`config.mk`:
```
export PLATFORM = sky130hd
export DESIGN_NAME = lpb_unit
export DESIGN_NICKNAME = d
export VERILOG_FILES = /design/src/rtl/lpb_pkg.sv /design/src/rtl/lpb_decode.sv /design/src/rtl/lpb_alu.sv /design/src/rtl/lpb_target.sv /design/src/rtl/lpb_unit.sv
export SDC_FILE = /design/constraint.sdc
export NUM_CORES = 1
export LEC_CHECK = 0
export BUFFER_PORTS_ARGS = -buffer_cell sky130_fd_sc_hd__buf_4
export CORE_MARGIN = 2
export CORE_UTILIZATION = 45
export DETAILED_ROUTE_END_ITERATION = 8
export GPL_TIMING_DRIVEN = 1
export PLACE_DENSITY = 0.8
export SKIP_LAST_GASP = 1
export SYNTH_ARGS = -nofsm -noshare
export SYNTH_HDL_FRONTEND = slang
export SYNTH_SLANG_ARGS = --single-unit
```
`constraint.sdc`:
```
create_clock -name clk -period 1.9 [get_ports clk]
set_input_delay 0.19 -clock clk [delete_from_list [all_inputs] [get_ports clk]]
set_output_delay 0.19 -clock clk [all_outputs]
set_load 0.02 [all_outputs]
```
`src/rtl/lpb_pkg.sv`:
```
package lpb_pkg;

  localparam logic [7:0] OPC_LOOP = 8'h04;

  typedef enum logic [1:0] {
    OP_DEC = 2'b00,
    OP_TST = 2'b01,
    OP_INC = 2'b10,
    OP_RSV = 2'b11
  } lpb_op_e;

  typedef enum logic [1:0] {
    ST_IDLE = 2'd0,
    ST_READ = 2'd1,
    ST_DONE = 2'd2
  } lpb_state_e;

  typedef struct packed {
    lpb_op_e    op;
    logic       br_nz;
    logic       off_sign;
    logic [2:0] sel;
    logic       wide;
    logic       bad;
  } lpb_dec_t;

endpackage

```
`src/rtl/lpb_decode.sv`:
```
module lpb_decode
  import lpb_pkg::*;
(
  input  logic [7:0] opcode,
  input  logic [7:0] postbyte,
  output lpb_dec_t   dec
);
  logic sel_rsv;

  always_comb begin
    sel_rsv      = (postbyte[2:1] == 2'b01);
    dec.op       = lpb_op_e'(postbyte[7:6]);
    dec.br_nz    = postbyte[5];
    dec.off_sign = postbyte[4];
    dec.sel      = postbyte[2:0];
    dec.wide     = postbyte[2];
    dec.bad      = (opcode != OPC_LOOP) || (postbyte[7:6] == 2'b11) || sel_rsv;
  end
endmodule

```
`src/rtl/lpb_alu.sv`:
```
module lpb_alu
  import lpb_pkg::*;
#(
  parameter int DATA_W   = 16,
  parameter int NARROW_W = 8
) (
  input  lpb_op_e           op,
  input  logic              wide,
  input  logic [DATA_W-1:0] operand,
  output logic [DATA_W-1:0] result,
  output logic              is_zero,
  output logic              writes
);
  localparam int PAD_W = DATA_W - NARROW_W;

  logic [DATA_W-1:0] step;
  logic [DATA_W-1:0] sum;

  always_comb begin
    unique case (op)
      OP_INC:  step = {{(DATA_W-1){1'b0}}, 1'b1};
      OP_DEC:  step = {DATA_W{1'b1}};
      default: step = '0;
    endcase
    sum     = operand + step;
    result  = wide ? sum : {{PAD_W{1'b0}}, sum[NARROW_W-1:0]};
    is_zero = (result == '0);
    writes  = (op == OP_INC) || (op == OP_DEC);
  end
endmodule

```
`src/rtl/lpb_target.sv`:
```
module lpb_target #(
  parameter int PC_W     = 16,
  parameter int OFF_W    = 9,
  parameter int INSN_LEN = 3
) (
  input  logic [PC_W-1:0]  pc_base,
  input  logic [OFF_W-1:0] disp,
  input  logic             take,
  output logic [PC_W-1:0]  pc_next
);
  localparam int EXT_W = PC_W - OFF_W;
  localparam logic [PC_W-1:0] LEN = PC_W'(INSN_LEN);

  logic [PC_W-1:0] fall;
  logic [PC_W-1:0] disp_ext;

  always_comb begin
    fall     = pc_base + LEN;
    disp_ext = {{EXT_W{disp[OFF_W-1]}}, disp};
    pc_next  = take ? (fall + disp_ext) : fall;
  end
endmodule

```
`src/rtl/lpb_unit.sv`:
```
module lpb_unit
  import lpb_pkg::*;
#(
  parameter int PC_W   = 16,
  parameter int DATA_W = 16,
  parameter int BYTE_W = 8
) (
  input  logic              clk,
  input  logic              rst_n,
  input  logic              start,
  input  logic [7:0]        opcode,
  input  logic [7:0]        postbyte,
  input  logic [BYTE_W-1:0] offset,
  input  logic [PC_W-1:0]   pc_in,
  output logic [2:0]        rd_sel,
  input  logic [DATA_W-1:0] rd_data,
  output logic              done,
  output logic              wr_en,
  output logic [2:0]        wr_sel,
  output logic [DATA_W-1:0] wr_data,
  output logic [PC_W-1:0]   pc_out,
  output logic              taken,
  output logic              illegal
);
  localparam int OFF_W = BYTE_W + 1;

  // reset: asserted asynchronously, released on a clock edge
  logic [1:0] rst_pipe;
  logic       rst_sync_n;

  always_ff @(posedge clk or negedge rst_n) begin
    if (!rst_n) rst_pipe <= 2'b00;
    else        rst_pipe <= {rst_pipe[0], 1'b1};
  end
  assign rst_sync_n = rst_pipe[1];

  // state and enables
  lpb_state_e state_q, state_d;
  logic       cap_en, exe_en;

  always_comb begin
    cap_en  = (state_q == ST_IDLE) && start;
    exe_en  = (state_q == ST_READ);
    state_d = state_q;
    unique case (state_q)
      ST_IDLE: if (start) state_d = ST_READ;
      ST_READ: state_d = ST_DONE;
      default: state_d = ST_IDLE;
    endcase
  end

  always_ff @(posedge clk or negedge rst_sync_n) begin
    if (!rst_sync_n) state_q <= ST_IDLE;
    else             state_q <= state_d;
  end

  // capture stage
  lpb_dec_t          dec_d, dec_q;
  logic [BYTE_W-1:0] off_q;
  logic [PC_W-1:0]   pc_q;

  lpb_decode u_decode (
    .opcode   (opcode),
    .postbyte (postbyte),
    .dec      (dec_d)
  );

  always_ff @(posedge clk or negedge rst_sync_n) begin
    if (!rst_sync_n) begin
      dec_q <= '0;
      off_q <= '0;
      pc_q  <= '0;
    end else if (cap_en) begin
      dec_q <= dec_d;
      off_q <= offset;
      pc_q  <= pc_in;
    end
  end

  // execute stage
  logic [DATA_W-1:0] alu_res;
  logic              alu_zero, alu_wr;
  logic              take_d, we_d;
  logic [PC_W-1:0]   tgt_pc, pc_d;

  lpb_alu #(.DATA_W(DATA_W), .NARROW_W(BYTE_W)) u_alu (
    .op      (dec_q.op),
    .wide    (dec_q.wide),
    .operand (rd_data),
    .result  (alu_res),
    .is_zero (alu_zero),
    .writes  (alu_wr)
  );

  always_comb begin
    take_d = !dec_q.bad && (dec_q.br_nz ? !alu_zero : alu_zero);
    we_d   = !dec_q.bad && alu_wr;
  end

  lpb_target #(.PC_W(PC_W), .OFF_W(OFF_W), .INSN_LEN(3)) u_target (
    .pc_base (pc_q),
    .disp    ({dec_q.off_sign, off_q}),
    .take    (take_d),
    .pc_next (tgt_pc)
  );

  assign pc_d = dec_q.bad ? pc_q : tgt_pc;

  logic              we_q, take_q, bad_q;
  logic [DATA_W-1:0] data_q;
  logic [PC_W-1:0]   npc_q;

  always_ff @(posedge clk or negedge rst_sync_n) begin
    if (!rst_sync_n) begin
      we_q   <= 1'b0;
      take_q <= 1'b0;
      bad_q  <= 1'b0;
      data_q <= '0;
      npc_q  <= '0;
    end else if (exe_en) begin
      we_q   <= we_d;
      take_q <= take_d;
      bad_q  <= dec_q.bad;
      data_q <= alu_res;
      npc_q  <= pc_d;
    end
  end

  // outputs
  assign done    = (state_q == ST_DONE);
  assign wr_en   = done && we_q;
  assign taken   = done && take_q;
  assign illegal = done && bad_q;
  assign wr_data = data_q;
  assign pc_out  = npc_q;
  assign rd_sel  = dec_q.sel;
  assign wr_sel  = dec_q.sel;

  // properties
  assert_done_pulse_R9: assert property (@(posedge clk) disable iff (!rst_sync_n)
    done |=> !done);

  assert_latency_R9: assert property (@(posedge clk) disable iff (!rst_sync_n)
    (start && state_q == ST_IDLE) |=> !done ##1 done);

  assert_no_write_illegal_R8: assert property (@(posedge clk) disable iff (!rst_sync_n)
    wr_en |-> (done && !illegal && !taken) || (done && !illegal));

  assert_illegal_pc_R8: assert property (@(posedge clk) disable iff (!rst_sync_n)
    (done && illegal) |-> (pc_out == pc_q && !taken && !wr_en));

  assert_test_no_write_R4: assert property (@(posedge clk) disable iff (!rst_sync_n)
    (done && dec_q.op == OP_TST) |-> !wr_en);

  assert_narrow_write_R3: assert property (@(posedge clk) disable iff (!rst_sync_n)
    (wr_en && !wr_sel[2]) |-> (wr_data[DATA_W-1:BYTE_W] == '0));
endmodule

```
==> results of run 1 <==
## state kept, by name, indices dropped and copies added (netlist names)
name,cells
pc_out,16
pc_q,16
wr_data,16
off_q,8
dec_q,5
rd_sel,3
rst_pipe,2
state_q,2
bad_q,1
take_q,1
we_q,1
## cells by family (layout without fill, tap and decap cells)
| logic type | count (synthesis) | after routing | share of synthesized area, % |
|---|---|---|---|
| other | 1 | 1 | 0.07519 |
| adder cells (fa/ha/maj) | 23 | 23 | 5.871 |
| multiplexers | 32 | 32 | 7.175 |
| flip-flops | 71 | 71 | 35.62 |
| AND/OR/NAND/NOR | 182 | 183 | 19.54 |
| XOR/XNOR | 34 | 34 | 5.971 |
| buffers and inverters | 54 | 297 | 5.770 |
| AO/OA/AOI/OAI | 142 | 142 | 19.97 |
## power by group through the flow
stage / clock network [uW] / logic (uW) / registers (uW)
5_1_grt: 1660 / 7420 / 2370
4_1_cts: 1590 / 6370 / 2320
6_report: 1580 / 7020 / 2320
2_1_floorplan: 0 / 2830 / 2670
3_5_place_dp: 0 / 5530 / 2330
3_3_place_gp: 0 / 5330 / 2300
## worst max-delay path, cell delays in order (launching register included)
cell       delay, ps
dfrtp_1          410
buf_4            160
o21ai_2          130
xnor2_1          180
ha_1             300
o21a_1           170
a2111o_1         480
a311oi_2         300
nor3_2            90
or3_1            340
a21oi_2          160
xor2_1            90
buf_4            140
buf_4            120
a2111o_1         290
o2111ai_2         80
nor3_2            70
## per-layer routing
| layer | share of wire [%] | wire length (microns) | vias up | global-route usage [%] |
|---|---|---|---|---|
| met1 | 39 | 7060 | 2689 | 36.29 |
| met3 | 6.6 | 1175 | 72 | 4.842 |
| met5 | 0 | 0 | - | 0 |
| met4 | 3.2 | 581 | 0 | 11.57 |
| met2 | 51 | 9112 | 282 | 51.29 |
| li1 | - | - | 2463 | - |
## timing repair
action,4_1_cts,5_1_grt
endpoints found under the setup margin,29,30
buffers inserted,22,13
hold buffers,1,0
pin swaps,58,47
resized for setup,89,46
gates cloned,6,1
hold endpoints to repair,2,0
## per-stage QoR
step	utilization, %	instance area, sq um
3_3_place_gp	62.96	6825
6_report	73.85	8005
4_1_cts	71.66	7769
3_5_place_dp	62.96	6825
2_1_floorplan	-	5111
5_1_grt	73.85	8005
## cell type report
class                      instances  area share (%)
sequential                        71           22.23
timing repair buffer             266           27.66
inverter                          15          0.7971
clock inverter                     5           1.297
clock buffer                      11           1.891
multi-input combinational        415           43.94
tap                              140           2.188
## placed cells by master (no fill, tap or decap), types with 10 or more instances in the layout
cell type,instances
o21ai_0,19
ha_1,14
xnor2_1,16
nor3_1,10
mux2_2,28
buf_4,238
a21oi_1,10
nand2_1,62
nor2_1,16
a21oi_2,11
dfrtp_1,69
o21ai_1,18
inv_1,10
clkbuf_8,11
buf_6,16
xor2_1,12
nand3_1,15
## worst min path at each step
stage          slack [ps]      from                     to  depth (start not counted)
3_5_place_dp          -20     rst_n  rst_pipe[0]$_DFF_PN0_                          1
4_1_cts                10  pc_in[0]    pc_q[0]$_DFFE_PN0P_                          3
3_3_place_gp          -30     rst_n  rst_pipe[0]$_DFF_PN0_                          1
5_1_grt                20  pc_in[0]    pc_q[0]$_DFFE_PN0P_                          3
6_report               20  pc_in[0]    pc_q[0]$_DFFE_PN0P_                          3
2_1_floorplan        -110     rst_n  rst_pipe[0]$_DFF_PN0_                          0
==> impl_metrics.csv, run 1 <==
group,metric,value,unit
run_status,status,"finished with violations",
run_status,violations,"negative setup slack",
critical_path,worstPathArrival,3880,ps
synthesis,syn_area_per_cell,9.253,sq um
detailed_routing,vias_per_cell,5.965,
grt,antenna_found_initial,0,
critical_path,cp-endpoint,"pc_out[15]$_DFFE_PN0N_",
die,io-pin-count,101,
power,power,10910,uW
layout,multi_input_comb_area,0.003517,sq mm
power,switchingPower,4486,uW
layout,fin_nets,859,
synthesis,synth-main-ff-cell,"dfrtp_1",
power,power_frac_comb,64.3,%
sta,hold-worst-slack,20.65,ps
clock_tree,cts_buffer_depth,2,
grt,grt_first_pass_wirelength,27150,microns
detailed_routing,drt-initial-drc-count,529,
synthesis,synthArstFlopShare,100.0,%
sta,hold_viol,0,
detailed_routing,drt-wirelength-per-cell,19.42,microns
layout,n_antenna_cell,0,
layout,finalNonFillerCells,923,
layout,n_fill_cell,692,
critical_path,worstSetupPathType,"flip-flop to flip-flop",
placement,gp_congestion,0.9154,
synthesis,synth_edf_count,0,
sta,fin_tns_setup,-30530,ps
synthesis,ys.warnings.count,0,
detailed_routing,vias,5506,
synthesis,synth.most_common_cell,"dfrtp_1",
sta,setup-violations-final,27,
sta,slew_headroom,57.47,%
clock_tree,cts_sinks,71,
layout,drive_gt1_share,53.51,%
grt,grt_max_degree,38,
placement,numPlacedInstances,873,
critical_path,start_kind,"flip-flop",
critical_path,worstRegToRegCells,16,
sta,fin_skew,9.840,ps
critical_path,startpoint,"pc_q[1]$_DFFE_PN0P_",
grt,grt-ovfl-total,0,
grt,grt_use_total,29.45,%
die,coreArea,0.01084,sq mm
critical_path,crit_path_end_kind,"flip-flop",
synthesis,yosysSeqAreaShare,35.62,%
detailed_routing,drtAntennaViolNets,0,
synthesis,synth_top_cell_area_share,35.62,%
layout,regArea,0.001779,sq mm
detailed_routing,wl,17930,microns
synthesis,synth_nets,620,
sta,finalWorstSetupSlack,-1724,ps
detailed_routing,drt_pass1_iterations,5,
power,power_density,1363,mW/mm^2
sta,period_share,190.7,%
synthesis,synth.area.top_cells,"dfrtp_1, mux2_2, ha_1",
critical_path,required,2150,ps
sta,rsz0062_at_grt,"true",
clock_tree,root_buffer,"clkbuf_8",
clock_tree,clkTransAtPathRegs,80,ps
die,fp.dieArea,0.01194,sq mm
sta,finalCriticalPeriod,3624,ps
sta,drv_slew,0,
synthesis,syn-instance-count,539,
power,p_clk_share,14.4,%
clock_tree,numCtsBuffers,9,
power,p_int,6429,uW
critical_path,r2r_end,"pc_out[15]$_DFFE_PN0N_",
critical_path,r2r-start,"pc_q[1]$_DFFE_PN0P_",
layout,syn_to_final_growth,60.51,%
synthesis,synth-seq-cells,71,
die,die_y,109.3,microns
clock_tree,clkLatencyLatePin,370,ps
synthesis,synth_cell_types,80,
placement,dp_hpwl,11360,microns
worst_hold_path,hold_class,"input port to flip-flop",
power,ir_drop,759.4,uV
detailed_routing,route.detailed.drc,0,
clock_tree,cts_tree,"built",
grt,grt_pass1_vias,5520,
die,dieWidth,109.3,microns
die,row_count,38,
critical_path,cp_max_fo,3,
power,p_sw_share,41.10,%
sta,fmax,275.9,MHz
critical_path,ff2ff_setup_slack,-1720,ps
placement,io_buffers,99,
sta,tightest_slew,621.8,ps
flow_run,maxCapViolations,0,
synthesis,post-synth-top-area-cell,"dfrtp_1",
die,initial_core_util,46.01,%
clock_tree,htreeDepth,3,
placement,pre_cts_ws,-1838,ps
power,power.leakage,0.003636,uW
synthesis,syn_area,0.004987,sq mm
synthesis,yosys-top-cells-count,"dfrtp_1, nand2_1, o21ai_0",
power,p_seq_share,21.3,%
(Power assumes the default switching activity.)
==> run 2: changes to the inputs <==
--- a/config.mk
+++ b/config.mk
@@ -11,7 +11,9 @@
 export DETAILED_ROUTE_END_ITERATION = 8
 export GPL_TIMING_DRIVEN = 1
 export PLACE_DENSITY = 0.8
+export SKIP_CTS_REPAIR_TIMING = 1
 export SKIP_LAST_GASP = 1
 export SYNTH_ARGS = -nofsm -noshare
 export SYNTH_HDL_FRONTEND = slang
+export SYNTH_HIERARCHICAL = 1
 export SYNTH_SLANG_ARGS = --single-unit
==> run 2 against run 1 <==
  * Worst hold slack gained 52 ps
  * Die area rose by 2.4%
  * Largest cell class unchanged
  * Register-to-register slack got worse by 690 ps
  * Cell area decreased by 6.1%
  * Sequential share of layout area grew 1.8 points
  * First-iteration DRC count is 52% lower
  * Synthesized area rose by 2.5%
  * Sequential power grew 4%
  * Sequential cell count grew 1
  * The run still ends with negative setup slack left
  * Highest routed layer unchanged
  * Critical endpoint unchanged
  * Global-route usage shrank 5.4 points
  * Clock power is essentially flat
  * Clock skew shrank 2.5 ps
==> impl_metrics.csv, run 2 <==
group,metric,value,unit
sta,finalCriticalPeriod,4313,ps
run_status,violations,"negative setup slack",
sta,drv_slew,0,
sta,period_share,227.0,%
layout,fin_nets,790,
detailed_routing,drt-initial-drc-count,256,
detailed_routing,drt-wirelength-per-cell,17.65,microns
synthesis,synth-main-ff-cell,"dfrtp_1",
placement,io_buffers,99,
power,ir_drop,1086,uV
sta,slew_headroom,61.20,%
critical_path,ff2ff_setup_slack,-2410,ps
power,power,9636,uW
worst_hold_path,holdPathStages,2,
synthesis,ys.warnings.count,6,
critical_path,cpPeakStageDelay,520,ps
synthesis,syn_area,0.005114,sq mm
sta,tightest_slew,576.0,ps
clock_tree,cts_tree,"built",
synthesis,synth_cell_types,65,
critical_path,r2r_end,"pc_out[15]$_DFFE_PN0N_",
layout,final_common_cell,"buf_4",
synthesis,synthArstFlopShare,100.0,%
layout,layout_common_cells,"buf_4, dfrtp_1, mux2_2",
critical_path,critPathTopFamily,"simple AND/OR/NAND/NOR gates",
clock_tree,cts_buffer_depth,2,
die,dieWidth,110.6,microns
layout,syn_to_final_growth,46.98,%
detailed_routing,vias,4714,
worst_hold_path,hold_class,"input port to flip-flop",
sta,setup-violations-final,30,
synthesis,syn_area_per_cell,10.27,sq um
synthesis,post-synth-top-area-cell,"dfrtp_1",
clock_tree,numCtsBuffers,9,
sta,rsz0062_at_grt,"true",
die,initial_core_util,46.56,%
synthesis,synth-seq-cells,72,
grt,grt_max_degree,71,
flow_run,maxCapViolations,0,
synthesis,yosysSeqAreaShare,35.23,%
critical_path,crit_path_end_kind,"flip-flop",
critical_path,crit_path_top_delay_cell,"or4b_1",
critical_path,r2r-start,"dec_q[7]$_DFFE_PN0P_",
synthesis,synth_nets,581,
clock_tree,htreeDepth,3,
grt,grt_use_total,24.07,%
detailed_routing,wl,15020,microns
layout,n_antenna_cell,0,
clock_tree,clkTransAtPathRegs,60,ps
die,die_y,110.6,microns
grt,grt_first_pass_wirelength,23920,microns
worst_hold_path,min_to,"off_q[7]$_DFFE_PN0P_",
synthesis,synth_edf_count,0,
placement,gp_congestion,0.9275,
synthesis,synth.area.top_cells,"dfrtp_1, mux2_2, ha_1",
critical_path,path_cells,"or2_4 -> xnor2_2 -> ha_4 -> nor4_2 -> a21oi_1 -> xnor2_1 -> or4b_1 -> or4_4 -> nor3_2 -> and4bb_1 -> xnor2_2 -> nor2_4 -> nand2_2 -> nor3_1 -> o2bb2ai_1 -> o21ai_2 -> nor3_2 -> mux2_2 -> mux2_4",
synthesis,yosys-top-cells-count,"mux2_2, dfrtp_1, nand2_1",
critical_path,timing.critical_path.buf_inv,0,
clock_tree,cts_sinks,72,
run_status,status,"finished with violations",
die,coreArea,0.01098,sq mm
placement,dp_hpwl,10980,microns
die,row_count,38,
grt,grt_pass1_vias,4856,
detailed_routing,drtAntennaViolNets,0,
detailed_routing,route.detailed.drc,0,
power,power.leakage,0.003505,uW
synthesis,synth_top_cell_area_share,35.23,%
detailed_routing,vias_per_cell,5.539,
grt,antenna_found_initial,0,
layout,drive_gt1_share,54.71,%
worst_hold_path,worstHoldStart,"offset[7]",
critical_path,start_kind,"flip-flop",
sta,fmax,231.9,MHz
die,io-pin-count,101,
power,power_density,1282,mW/mm^2
critical_path,worstPathArrival,4540,ps
die,fp.dieArea,0.01223,sq mm
sta,hold_viol,0,
sta,hold-worst-slack,72.95,ps
critical_path,cp_max_fo,5,
sta,fin_skew,7.325,ps
critical_path,required,2130,ps
critical_path,worstSetupPathType,"flip-flop to flip-flop",
sta,finalWorstSetupSlack,-2413,ps
layout,n_fill_cell,798,
clock_tree,root_buffer,"clkbuf_16",
grt,grt-ovfl-total,0,
synthesis,synth.most_common_cell,"mux2_2",
detailed_routing,drt_pass1_iterations,9,
critical_path,startpoint,"dec_q[7]$_DFFE_PN0P_",
synthesis,syn-instance-count,498,
critical_path,worstRegToRegCells,19,
clock_tree,clkLatencyLatePin,340,ps
==> run 2: cell count changes in the layout (fill, tap and decap cells not counted), moves of 8 or more <==
| cell | before | now |
|---|---|---|
| mux2_2 | 28 | 69 |
| nand2_1 | 62 | 26 |
| o21ai_1 | 18 | 2 |
| buf_4 | 238 | 224 |
| buf_6 | 16 | 3 |
| mux2_4 | 2 | 13 |
| xor2_1 | 12 | 23 |
| clkbuf_8 | 11 | 1 |
| a21oi_1 | 10 | 19 |
| and2_1 | 5 | 14 |
| clkbuf_16 | 0 | 9 |
| a21o_1 | 4 | 12 |
==> run 2: worst max path at each step <==
stage	endpoint	slack [ps]	cells past startpoint
detailed placement	pc_out[15]$_DFFE_PN0N_	-2330	19
finish	pc_out[15]$_DFFE_PN0N_	-2410	19
CTS	pc_out[15]$_DFFE_PN0N_	-2350	19
floorplan	pc_out[15]$_DFFE_PN0N_	-2340	21
global placement	pc_out[15]$_DFFE_PN0N_	-2170	18
global route	pc_out[15]$_DFFE_PN0N_	-2620	19
==> run 2: logic make-up (layout without fill, tap and decap cells) <==
| family | count (synthesis) | count (layout) | synth area share (%) |
|---|---|---|---|
| adder cells (fa/ha/maj) | 24 | 24 | 6.019 |
| multiplexers | 84 | 84 | 18.47 |
| AND/OR/NAND/NOR | 136 | 136 | 14.93 |
| XOR/XNOR | 39 | 39 | 6.680 |
| AO/OA/AOI/OAI | 96 | 96 | 12.77 |
| other | 1 | 1 | 0.07333 |
| flip-flops | 72 | 72 | 35.23 |
| buffers and inverters | 46 | 259 | 5.823 |
==> run 2: layer usage <==
metal / GRT usage, % / wire length (microns) / vias up
met2: 43.23 / 7805 / 176
li1: - / - / 2226
met1: 28.20 / 5995 / 2280
met5: 0 / 0 / -
met3: 5.269 / 812 / 32
met4: 8.500 / 403 / 0
==> run 2: cell type report <==
type | instances | area, sq um | area share (%)
flip-flops and latches | 72 | 1803 | 23.99
clock buffers | 11 | 242.7 | 3.230
inverters | 9 | 46.29 | 0.6159
repair buffers | 235 | 1861 | 24.75
clock inverters | 4 | 22.52 | 0.2997
multi-input cells | 380 | 3366 | 44.78
well taps | 140 | 175.2 | 2.331
==> run 2: worst register-to-register path, stage by stage, from the launching register on <==
cell	delay, ps
dfrtp_1	420
or2_4	280
xnor2_2	200
ha_4	220
nor4_2	50
a21oi_1	180
xnor2_1	120
or4b_1	520
or4_4	430
nor3_2	200
and4bb_1	280
xnor2_2	110
nor2_4	170
nand2_2	80
nor3_1	190
o2bb2ai_1	110
o21ai_2	70
nor3_2	60
mux2_2	260
mux2_4	250
==> run 2: per-stage QoR <==
step                utilization, %  instances  setup slack (ps)  cell area [sq um]  TNS [ps]
CTS                          64.99        839             -2346               7138    -42440
detailed placement           62.58        824             -2333               6873    -42090
floorplan                        -        498             -2339               5249    -40430
finish                       68.43        851             -2413               7516    -44920
global route                 68.43        851             -2623               7516    -49080
global placement             62.58        824             -2170               6873    -39210
==> run 2: report_power, final <==
part	switching, uW	leakage [uW]	internal (uW)
logic	2700	0.00252	2970
clock network	648	0.000131	905
registers	373	0.000851	2040
total	3720	0.00351	5910
==> run 3: changes to the inputs <==
--- a/config.mk
+++ b/config.mk
@@ -5,12 +5,12 @@
 export SDC_FILE = /design/constraint.sdc
 export NUM_CORES = 1
 export LEC_CHECK = 0
-export BUFFER_PORTS_ARGS = -buffer_cell sky130_fd_sc_hd__buf_4
 export CORE_MARGIN = 2
 export CORE_UTILIZATION = 45
 export DETAILED_ROUTE_END_ITERATION = 8
+export DONT_BUFFER_PORTS = 1
 export GPL_TIMING_DRIVEN = 1
-export PLACE_DENSITY = 0.8
+export PLACE_DENSITY = 0.72
 export SKIP_CTS_REPAIR_TIMING = 1
 export SKIP_LAST_GASP = 1
 export SYNTH_ARGS = -nofsm -noshare
==> run 3 against run 2 <==
  * The run still ends with negative setup slack left
  * Wire length shrank 1.3%
  * Total power shrank 4.0%
  * Register-to-register slack got worse by 40 ps
  * Non-clock buffer count shrank 69
  * Clock power grew 9.7%
  * Global-route usage down 1.8 points
  * Sequential power up 20%
  * Sequential share of layout area rose by 1.2 points
==> impl_metrics.csv, run 3 (synthesized netlist as in run 2, its figures left out) <==
group,metric,value,unit
run_status,status,"finished with violations",
run_status,violations,"negative setup slack",
sta,tightest_slew,627.2,ps
flow_run,maxCapViolations,0,
die,coreArea,0.01098,sq mm
grt,grt_max_degree,26,
die,die_y,110.6,microns
grt,grt-ovfl-total,0,
sta,setup-violations-final,30,
grt,grt_first_pass_wirelength,21810,microns
sta,finalWorstSetupSlack,-2452,ps
placement,gp_congestion,0.8846,
placement,dp_hpwl,10320,microns
detailed_routing,drt-wirelength-per-cell,18.94,microns
sta,slew_headroom,58.19,%
layout,fin_area,0.007161,sq mm
worst_hold_path,hold_class,"input port to asynchronous set/reset pin",
critical_path,crit_path_end_kind,"flip-flop",
detailed_routing,drt_pass1_iterations,5,
detailed_routing,vias,4376,
clock_tree,clkLatencyLatePin,350,ps
sta,hold_viol,0,
power,power_density,1291,mW/mm^2
critical_path,worstSetupPathType,"flip-flop to flip-flop",
layout,syn_to_final_growth,40.03,%
layout,layout_common_cells,"buf_4, mux2_2, dfrtp_1",
layout,drive_gt1_share,46.19,%
clock_tree,numCtsBuffers,9,
critical_path,worstRegToRegCells,18,
clock_tree,root_buffer,"clkbuf_16",
die,fp.dieArea,0.01223,sq mm
sta,fin_skew,6.406,ps
critical_path,ff2ff_setup_slack,-2450,ps
die,initial_core_util,46.56,%
placement,placed_cell_area,0.006115,sq mm
placement,io_buffers,0,
detailed_routing,vias_per_cell,5.589,
clock_tree,cts_buffer_depth,2,
detailed_routing,drtAntennaViolNets,0,
sta,finalCriticalPeriod,4352,ps
clock_tree,htreeDepth,3,
critical_path,worstPathArrival,4580,ps
sta,period_share,229.0,%
clock_tree,cts_sinks,72,
critical_path,cp_max_fo,5,
layout,n_fill_cell,834,
clock_tree,cts_tree,"built",
die,io-pin-count,101,
layout,fin_nets,721,
power,power.leakage,0.003147,uW
detailed_routing,route.detailed.drc,0,
layout,utilization,65.20,%
layout,final_common_cell,"buf_4",
placement,pre_cts_ws,-2413,ps
grt,grt_use_total,22.27,%
clock_tree,clkTransAtPathRegs,60,ps
layout,n_antenna_cell,0,
critical_path,start_kind,"flip-flop",
critical_path,r2r_end,"pc_out[15]$_DFFE_PN0N_",
grt,grt_pass1_vias,4445,
die,dieWidth,110.6,microns
detailed_routing,wl,14830,microns
grt,antenna_found_initial,0,
power,ir_drop,946.0,uV
detailed_routing,drt-initial-drc-count,192,
die,row_count,38,
critical_path,r2r-start,"dec_q[8]$_DFFE_PN0P_",
sta,drv_slew,0,
sta,fmax,229.8,MHz
sta,rsz0062_at_grt,"true",
critical_path,required,2130,ps
sta,hold-worst-slack,64.01,ps
[run 3: power breakdown]
group	internal, uW	leakage (uW)	total, uW	switching, uW
Clock	1020	0.000143	1700	681
Combinational	2570	0.00215	4630	2060
Sequential	2040	0.000851	2910	877
[run 3: area by class of cell]
| type | count | area [sq um] | share of cell area, % |
|---|---|---|---|
| Clock buffer | 10 | 229.0 | 3.198 |
| Clock inverter | 6 | 68.82 | 0.9610 |
| Inverter | 9 | 46.29 | 0.6465 |
| Multi-Input combinational cell | 380 | 3441 | 48.05 |
| Sequential cell | 72 | 1803 | 25.18 |
| Tap cell | 140 | 175.2 | 2.446 |
| Timing Repair Buffer | 166 | 1398 | 19.52 |
[run 3: worst max path at each step]
| stage | to | cells after the start | slack, ps | start |
|---|---|---|---|---|
| after CTS | pc_out[15]$_DFFE_PN0N_ | 19 | -2460 | dec_q[7]$_DFFE_PN0P_ |
| final | pc_out[15]$_DFFE_PN0N_ | 18 | -2450 | dec_q[8]$_DFFE_PN0P_ |
| after global placement | pc_out[9]$_DFFE_PN0N_ | 18 | -2240 | dec_q[7]$_DFFE_PN0P_ |
| after floorplan | pc_out[15]$_DFFE_PN0N_ | 21 | -2340 | dec_q[7]$_DFFE_PN0P_ |
| after global routing | pc_out[15]$_DFFE_PN0N_ | 18 | -2590 | dec_q[8]$_DFFE_PN0P_ |
| after detailed placement | pc_out[15]$_DFFE_PN0N_ | 19 | -2410 | dec_q[7]$_DFFE_PN0P_ |
[run 3: critical path: stages, from the launching register on]
cell       delay [ps]
dfrtp_1           400
or2_4             290
xnor2_2           210
ha_4              230
nand3_4            90
a2bb2oi_4         150
xnor2_2           150
or4b_1            500
or4_4             450
nor3_2            170
and4bb_1          250
xnor2_2            90
nor2_4            200
nand2_2            90
a211o_1           280
o21ai_2           130
nor3_2             60
mux2_2            260
mux2_4            250
[run 3: through the flow]
| stage | std cells | TNS, ps | power (uW) |
|---|---|---|---|
| after floorplan | 498 | -40430 | 5447 |
| after global placement | 728 | -40290 | 6937 |
| after detailed placement | 728 | -43500 | 7072 |
| after CTS | 744 | -44800 | 8850 |
| after global routing | 783 | -47920 | 9843 |
| final | 783 | -44600 | 9248 |
[run 3: metal layers]
metal / wire length (microns) / global-route usage [%]
met1: 5809 / 24.02
met2: 7736 / 39.67
met4: 317 / 7.417
met5: 0 / 0
met3: 963 / 8.891
